### config.mk
export PLATFORM = sky130hd
export DESIGN_NAME = head_cache_ctrl
export DESIGN_NICKNAME = d
export VERILOG_FILES = /design/src/rtl/head_cache_ctrl.sv
export SDC_FILE = /design/constraint.sdc
export NUM_CORES = 1
export LEC_CHECK = 0
export BUFFER_PORTS_ARGS = -buffer_cell sky130_fd_sc_hd__buf_2
export CAP_MARGIN = 15
export CORE_ASPECT_RATIO = 2
export CORE_MARGIN = 2
export CORE_UTILIZATION = 50
export DETAILED_ROUTE_END_ITERATION = 10
export HOLD_SLACK_MARGIN = 0.12
export PLACE_DENSITY = 0.77
export SETUP_SLACK_MARGIN = 0.3
export SYNTH_ARGS = -nofsm -noshare
export SYNTH_HDL_FRONTEND = slang
export SYNTH_SLANG_ARGS = --single-unit
export TNS_END_PERCENT = 100
### constraint.sdc
create_clock -name clk -period 68.6 [get_ports clk]
set_input_delay 6.86 -clock clk [delete_from_list [all_inputs] [get_ports clk]]
set_output_delay 6.86 -clock clk [all_outputs]
set_load 0.05 [all_outputs]
### src/rtl/head_cache_ctrl.sv
module head_cache_ctrl #(
  parameter int NQ = 4,
  parameter int B  = 4,
  parameter int DW = 8,
  localparam int QW = (NQ > 1) ? $clog2(NQ) : 1
) (
  input  logic            clk,
  input  logic            rst_n,
  input  logic            req_valid,
  input  logic [QW-1:0]   req_qid,
  output logic            refill_valid,
  output logic [QW-1:0]   refill_qid,
  input  logic            fill_valid,
  input  logic [QW-1:0]   fill_qid,
  input  logic [B*DW-1:0] fill_data,
  output logic            out_valid,
  output logic [QW-1:0]   out_qid,
  output logic [DW-1:0]   out_data,
  output logic            err_underflow
);
  localparam int LA       = NQ * (B - 1) + 1;
  localparam int CRED_MAX = LA - 1 + B;
  localparam int PW       = $clog2(CRED_MAX);
  localparam int DEPTH    = 1 << PW;
  localparam int OW       = $clog2(DEPTH + 1);
  localparam int CW       = $clog2(CRED_MAX + 1) + 2;
  localparam int PHW      = (B > 1) ? $clog2(B) : 1;

  logic [PHW-1:0]        phase;
  logic                  la_v [LA];
  logic [QW-1:0]         la_q [LA];
  logic signed [CW-1:0]  cred [NQ];
  logic [OW-1:0]         occ  [NQ];
  logic [PW-1:0]         wp   [NQ];
  logic [PW-1:0]         rp   [NQ];
  logic [DW-1:0]         mem  [NQ][DEPTH];
  int                    need [NQ];
  logic                  crit_hit;
  logic [QW-1:0]         crit_q;

  wire          decide  = (phase == '0);
  wire          disp_v  = la_v[LA-1];
  wire [QW-1:0] disp_q  = la_q[LA-1];
  wire          disp_ok = disp_v && (occ[disp_q] != '0);

  always_ff @(posedge clk) begin
    if (!rst_n) phase <= '0;
    else if (int'(phase) == B - 1) phase <= '0;
    else phase <= phase + 1'b1;
  end

  always_ff @(posedge clk) begin
    if (!rst_n) begin
      for (int i = 0; i < LA; i++) begin
        la_v[i] <= 1'b0;
        la_q[i] <= '0;
      end
    end else begin
      la_v[0] <= req_valid;
      la_q[0] <= req_qid;
      for (int i = 1; i < LA; i++) begin
        la_v[i] <= la_v[i-1];
        la_q[i] <= la_q[i-1];
      end
    end
  end

  always_comb begin
    crit_hit = 1'b0;
    crit_q   = '0;
    for (int q = 0; q < NQ; q++) need[q] = 0;
    for (int i = LA - 1; i >= 0; i--) begin
      if (la_v[i] && !crit_hit) begin
        need[la_q[i]] = need[la_q[i]] + 1;
        if (need[la_q[i]] > int'(cred[la_q[i]])) begin
          crit_hit = 1'b1;
          crit_q   = la_q[i];
        end
      end
    end
  end

  always_ff @(posedge clk) begin
    if (!rst_n) begin
      refill_valid <= 1'b0;
      refill_qid   <= '0;
    end else begin
      refill_valid <= decide && crit_hit;
      refill_qid   <= (decide && crit_hit) ? crit_q : '0;
    end
  end

  always_ff @(posedge clk) begin
    if (!rst_n) begin
      for (int q = 0; q < NQ; q++) cred[q] <= '0;
    end else begin
      for (int q = 0; q < NQ; q++) begin
        cred[q] <= cred[q]
                 + ((decide && crit_hit && int'(crit_q) == q) ? $signed(CW'(B)) : $signed(CW'(0)))
                 - ((disp_v && int'(disp_q) == q) ? $signed(CW'(1)) : $signed(CW'(0)));
      end
    end
  end

  always_ff @(posedge clk) begin
    if (!rst_n) begin
      for (int q = 0; q < NQ; q++) begin
        occ[q] <= '0;
        wp[q]  <= '0;
        rp[q]  <= '0;
      end
    end else begin
      for (int q = 0; q < NQ; q++) begin
        occ[q] <= occ[q]
                + ((fill_valid && int'(fill_qid) == q) ? OW'(B) : OW'(0))
                - ((disp_ok && int'(disp_q) == q) ? OW'(1) : OW'(0));
        if (fill_valid && int'(fill_qid) == q) wp[q] <= wp[q] + PW'(B);
        if (disp_ok && int'(disp_q) == q) rp[q] <= rp[q] + 1'b1;
      end
    end
  end

  always_ff @(posedge clk) begin
    if (fill_valid) begin
      for (int j = 0; j < B; j++)
        mem[fill_qid][wp[fill_qid] + PW'(j)] <= fill_data[j*DW +: DW];
    end
  end

  always_ff @(posedge clk) begin
    if (!rst_n) begin
      out_valid     <= 1'b0;
      out_qid       <= '0;
      out_data      <= '0;
      err_underflow <= 1'b0;
    end else begin
      out_valid     <= disp_v;
      out_qid       <= disp_v ? disp_q : '0;
      out_data      <= disp_ok ? mem[disp_q][rp[disp_q]] : '0;
      err_underflow <= err_underflow | (disp_v && occ[disp_q] == '0);
    end
  end

  a_r3_decision_phase: assert property (@(posedge clk) disable iff (!rst_n)
    refill_valid |-> $past(phase) == '0);

  a_r3_no_back_to_back: assert property (@(posedge clk) disable iff (!rst_n)
    refill_valid |=> !refill_valid);

  a_r8_err_sticky: assert property (@(posedge clk) disable iff (!rst_n)
    err_underflow |=> err_underflow);

  a_r7_fill_room: assert property (@(posedge clk) disable iff (!rst_n)
    fill_valid |-> int'(occ[fill_qid]) <= DEPTH - B);

  a_r9_idle_data_zero: assert property (@(posedge clk) disable iff (!rst_n)
    !out_valid |-> out_data == '0);

  always @(posedge clk) begin
    if (rst_n) begin
      for (int q = 0; q < NQ; q++)
        a_r6_credit_cap: assert (int'(cred[q]) <= CRED_MAX);
    end
  end
endmodule

==> out/qor.yml <==
cts_hold_buf: 0
postCtsSetupBuffers: 0
critPathMostFrequentCell: "ha_1"
crit_fanout: 44
vias: 29650
initial_core_util_pct: 50.34
cts_buffers: 51
hold_path_depth: 2
end_kind: "flip-flop"
fillers: 6438
fin_crit_ns: 29.63
synthTopCellsByCount: "edfxtp_1 (536), nor2_1 (241), mux4_2 (221), nand2_1 (221), inv_1 (205)"
grt_max_degree: 65
clk_pin_slew_ns: 0.08
grt_pass1_vias: 30260
cts_tree: "done"
fin_nets: 3567
syn_to_final_growth_pct: 8.131
min_path_type: "reg -> reg"
cp_data_required_time_ns: 69.07
r2r_setup_slack_ns: 38.97
dp_hpwl_um: 94170
hold_viol_final: 0
min_from: "la_v[0][1]"
grt_pass1_wl_um: 194800
setup_viol: 0
ff2ff_path_depth: 113
clock-sinks: 640
dieArea_mm2: 0.08075
portBuffers: 54
synth_edf_count: 536
syn_inst: 3390
ys_ff_latch: 640
final_util_pct: 54.43
routed_wl_um: 131700
path_delay_family: "compound AO/OA/AOI/OAI gates"
cts_root_buf: "clkbuf_16"
p_leak_nw: 14.60
synth_cell_types: 125
synth_top_area_share_pct: 41.08
yosysMostFrequentCell: "edfxtp_1"
slowest_stage: "buf_4"
max_freq_ghz: 0.03375
layout-drive-gt1-share_pct: 16.39
final_area_mm2: 0.04236
cts_resized: 0
ys.flop_type: "edfxtp_1"
clkLatencyLatePin_ns: 0.62
yosysWarnings: 0
drt-initial-drc-count: 2762
die_w_um: 201.9
firstDrtPassIters: 6
holdPathEnd: "la_v[0][2]"
viasPerCell: 6.669
synth_top_cell_by_area: "edfxtp_1"
num_io_pins: 55
rows: 145
cap_violations: 0
cts_htree_levels: 2
worst_clock_skew_ns: 0.02546
relSlewSlack_pct: 13.75
r2r-start: "la_q[0][24]"
ir_worst_vdd_mv: 0.03081
netlist_area_mm2: 0.03918
run_status: "complete, no violations"
async_flop_share_pct: 0
clk_path_buf_depth: 3
syn_area_per_cell_um2: 11.56
die_y_um: 399.9
core-area_mm2: 0.07783
ys_seq_area_share_pct: 46.40
crit_type: "reg -> reg"
r2r_end: "cred[1][6]"
placed_area_mm2: 0.04060
crit_arrival_ns: 30.11
antenna_found_initial: 7
setup.worst_path.start_class: "flip-flop"
wl_per_cell_um: 29.62
max_stage_delay_ns: 0.78
tightest_slew_ns: 1.277
path_buf_inv: 8
drc_errors: 0
tns_ns: 0
grt-ovfl-total: 0
cp.depth: 113
gr-usage-all-layers_pct: 32.71
synth_area_leaders: "edfxtp_1 (41%), mux4_2 (13%), dfxtp_1 (5.3%), ha_1 (4.9%), o21ai_0 (2.4%)"
fin_crit_sh_pct: 43.20
total_power_w: 0.0009033
antenna_left: 0
grt_setup_unrepaired: "false"
drv_slew: 0
gp_congestion: 1.039
p_per_area_mw_per_mm2: 21.32
==> report_power, final <==
group          total, W  internal [W]  leakage (nW)  switching [W]
sequential     0.000447      0.000435          5.73      0.0000115
clock          0.000304      0.000159         0.833       0.000145
combinational  0.000153     0.0000623          8.04      0.0000903
==> cells by family (layout without fill, tap and decap cells) <==
group	Yosys count	count (layout)	share of synthesized area [%]
other cells	1	31	0.009571
fa+ha+maj	160	160	5.263
simple gates	984	984	12.81
xor+xnor	152	152	3.609
flops	640	640	46.40
buf+inv	444	441	4.410
mux	303	303	14.87
compound gates	706	706	12.63
==> registers in the layout (all words and copies together), names as in the netlist <==
register and count:
out_qid 2, occ 20, refill_qid 2, la_q 26
phase 2, err_underflow 1, wp 8, rp 16
cred 28, out_valid 1, la_v 13, refill_valid 1
mem 512, out_data 8
==> final cells by class <==
type | instances | area (um2) | area share [%]
Clock buffer | 60 | 1340 | 3.163
Clock inverter | 36 | 390.4 | 0.9215
Multi-Input combinational cell | 2329 | 19480 | 45.98
Sequential cell | 640 | 18180 | 42.92
Inverter | 209 | 784.5 | 1.852
Timing Repair Buffer | 136 | 880.8 | 2.079
Tap cell | 1029 | 1287 | 3.039
Antenna cell | 7 | 17.52 | 0.04135
==> metal layers <==
metal | track usage [%] | vias to the layer above | share of wire, %
met5 | 0 | - | 0
met3 | 4.331 | 559 | 6.6
met2 | 61.37 | 1602 | 54
met4 | 24.96 | 0 | 8.9
met1 | 32.44 | 14630 | 31
li1 | - | 12860 | -
==> how the worst max path moves through the flow <==
| stage | from | endpoint |
|---|---|---|
| final | la_q[0][24] | cred[1][6] |
| after global routing | la_q[0][24] | cred[1][6] |
| after CTS | la_q[0][24] | cred[1][6] |
| after detailed placement | la_q[0][24] | cred[1][6] |
| after global placement | la_q[0][24] | cred[1][6] |
| after floorplan | la_q[0][24] | cred[1][6] |
==> worst reg2reg max path: cells and delay by family, from the launching register on <==
family,cells,cell delay [ns]
AO/OA/AOI/OAI,48,10.24
AND/OR/NAND/NOR,34,9.30
adder cells (fa/ha/maj),15,4.84
buffers and inverters,8,1.87
multiplexers,3,1.43
XOR/XNOR,5,1.12
flip-flops,1,0.68
==> stage by stage <==
| stage | instances | hold WS (ns) | worst slack, ns |
|---|---|---|---|
| 2_1_floorplan | 3413 | 0.4090 | 44.16 |
| 3_3_place_gp | 4340 | 0.4432 | 39.03 |
| 3_5_place_dp | 4340 | 0.4405 | 39.33 |
| 4_1_cts | 4436 | 0.4468 | 39.25 |
| 5_1_grt | 4444 | 0.4706 | 36.94 |
| 6_report | 4446 | 0.4491 | 38.97 |
==> placed cells by master (no fill, tap or decap), drive strengths merged, types with 15 or more instances in the layout <==
cell type | Yosys | routed
a211oi | 77 | 77
a21o | 28 | 28
nor2b | 62 | 62
clkinv | 2 | 26
nor2 | 242 | 242
mux2i | 70 | 70
ha | 152 | 152
or2 | 15 | 15
buf | 67 | 134
o21a | 21 | 21
dfxtp | 104 | 104
nor3 | 80 | 80
a21oi | 125 | 125
nand2b | 29 | 29
and2 | 57 | 57
xor2 | 52 | 52
o21ai | 196 | 196
xnor2 | 97 | 97
clkbuf | 168 | 62
nand2 | 222 | 222
nor4 | 21 | 21
nand3 | 100 | 100
a311oi | 16 | 16
o211ai | 26 | 26
a211o | 16 | 16
conb | 1 | 24
mux4 | 221 | 221
edfxtp | 536 | 536
and3 | 34 | 34
inv | 207 | 209
nand4 | 38 | 38
a31oi | 27 | 27
or3 | 21 | 21
Power figures use the tool's default switching activity.
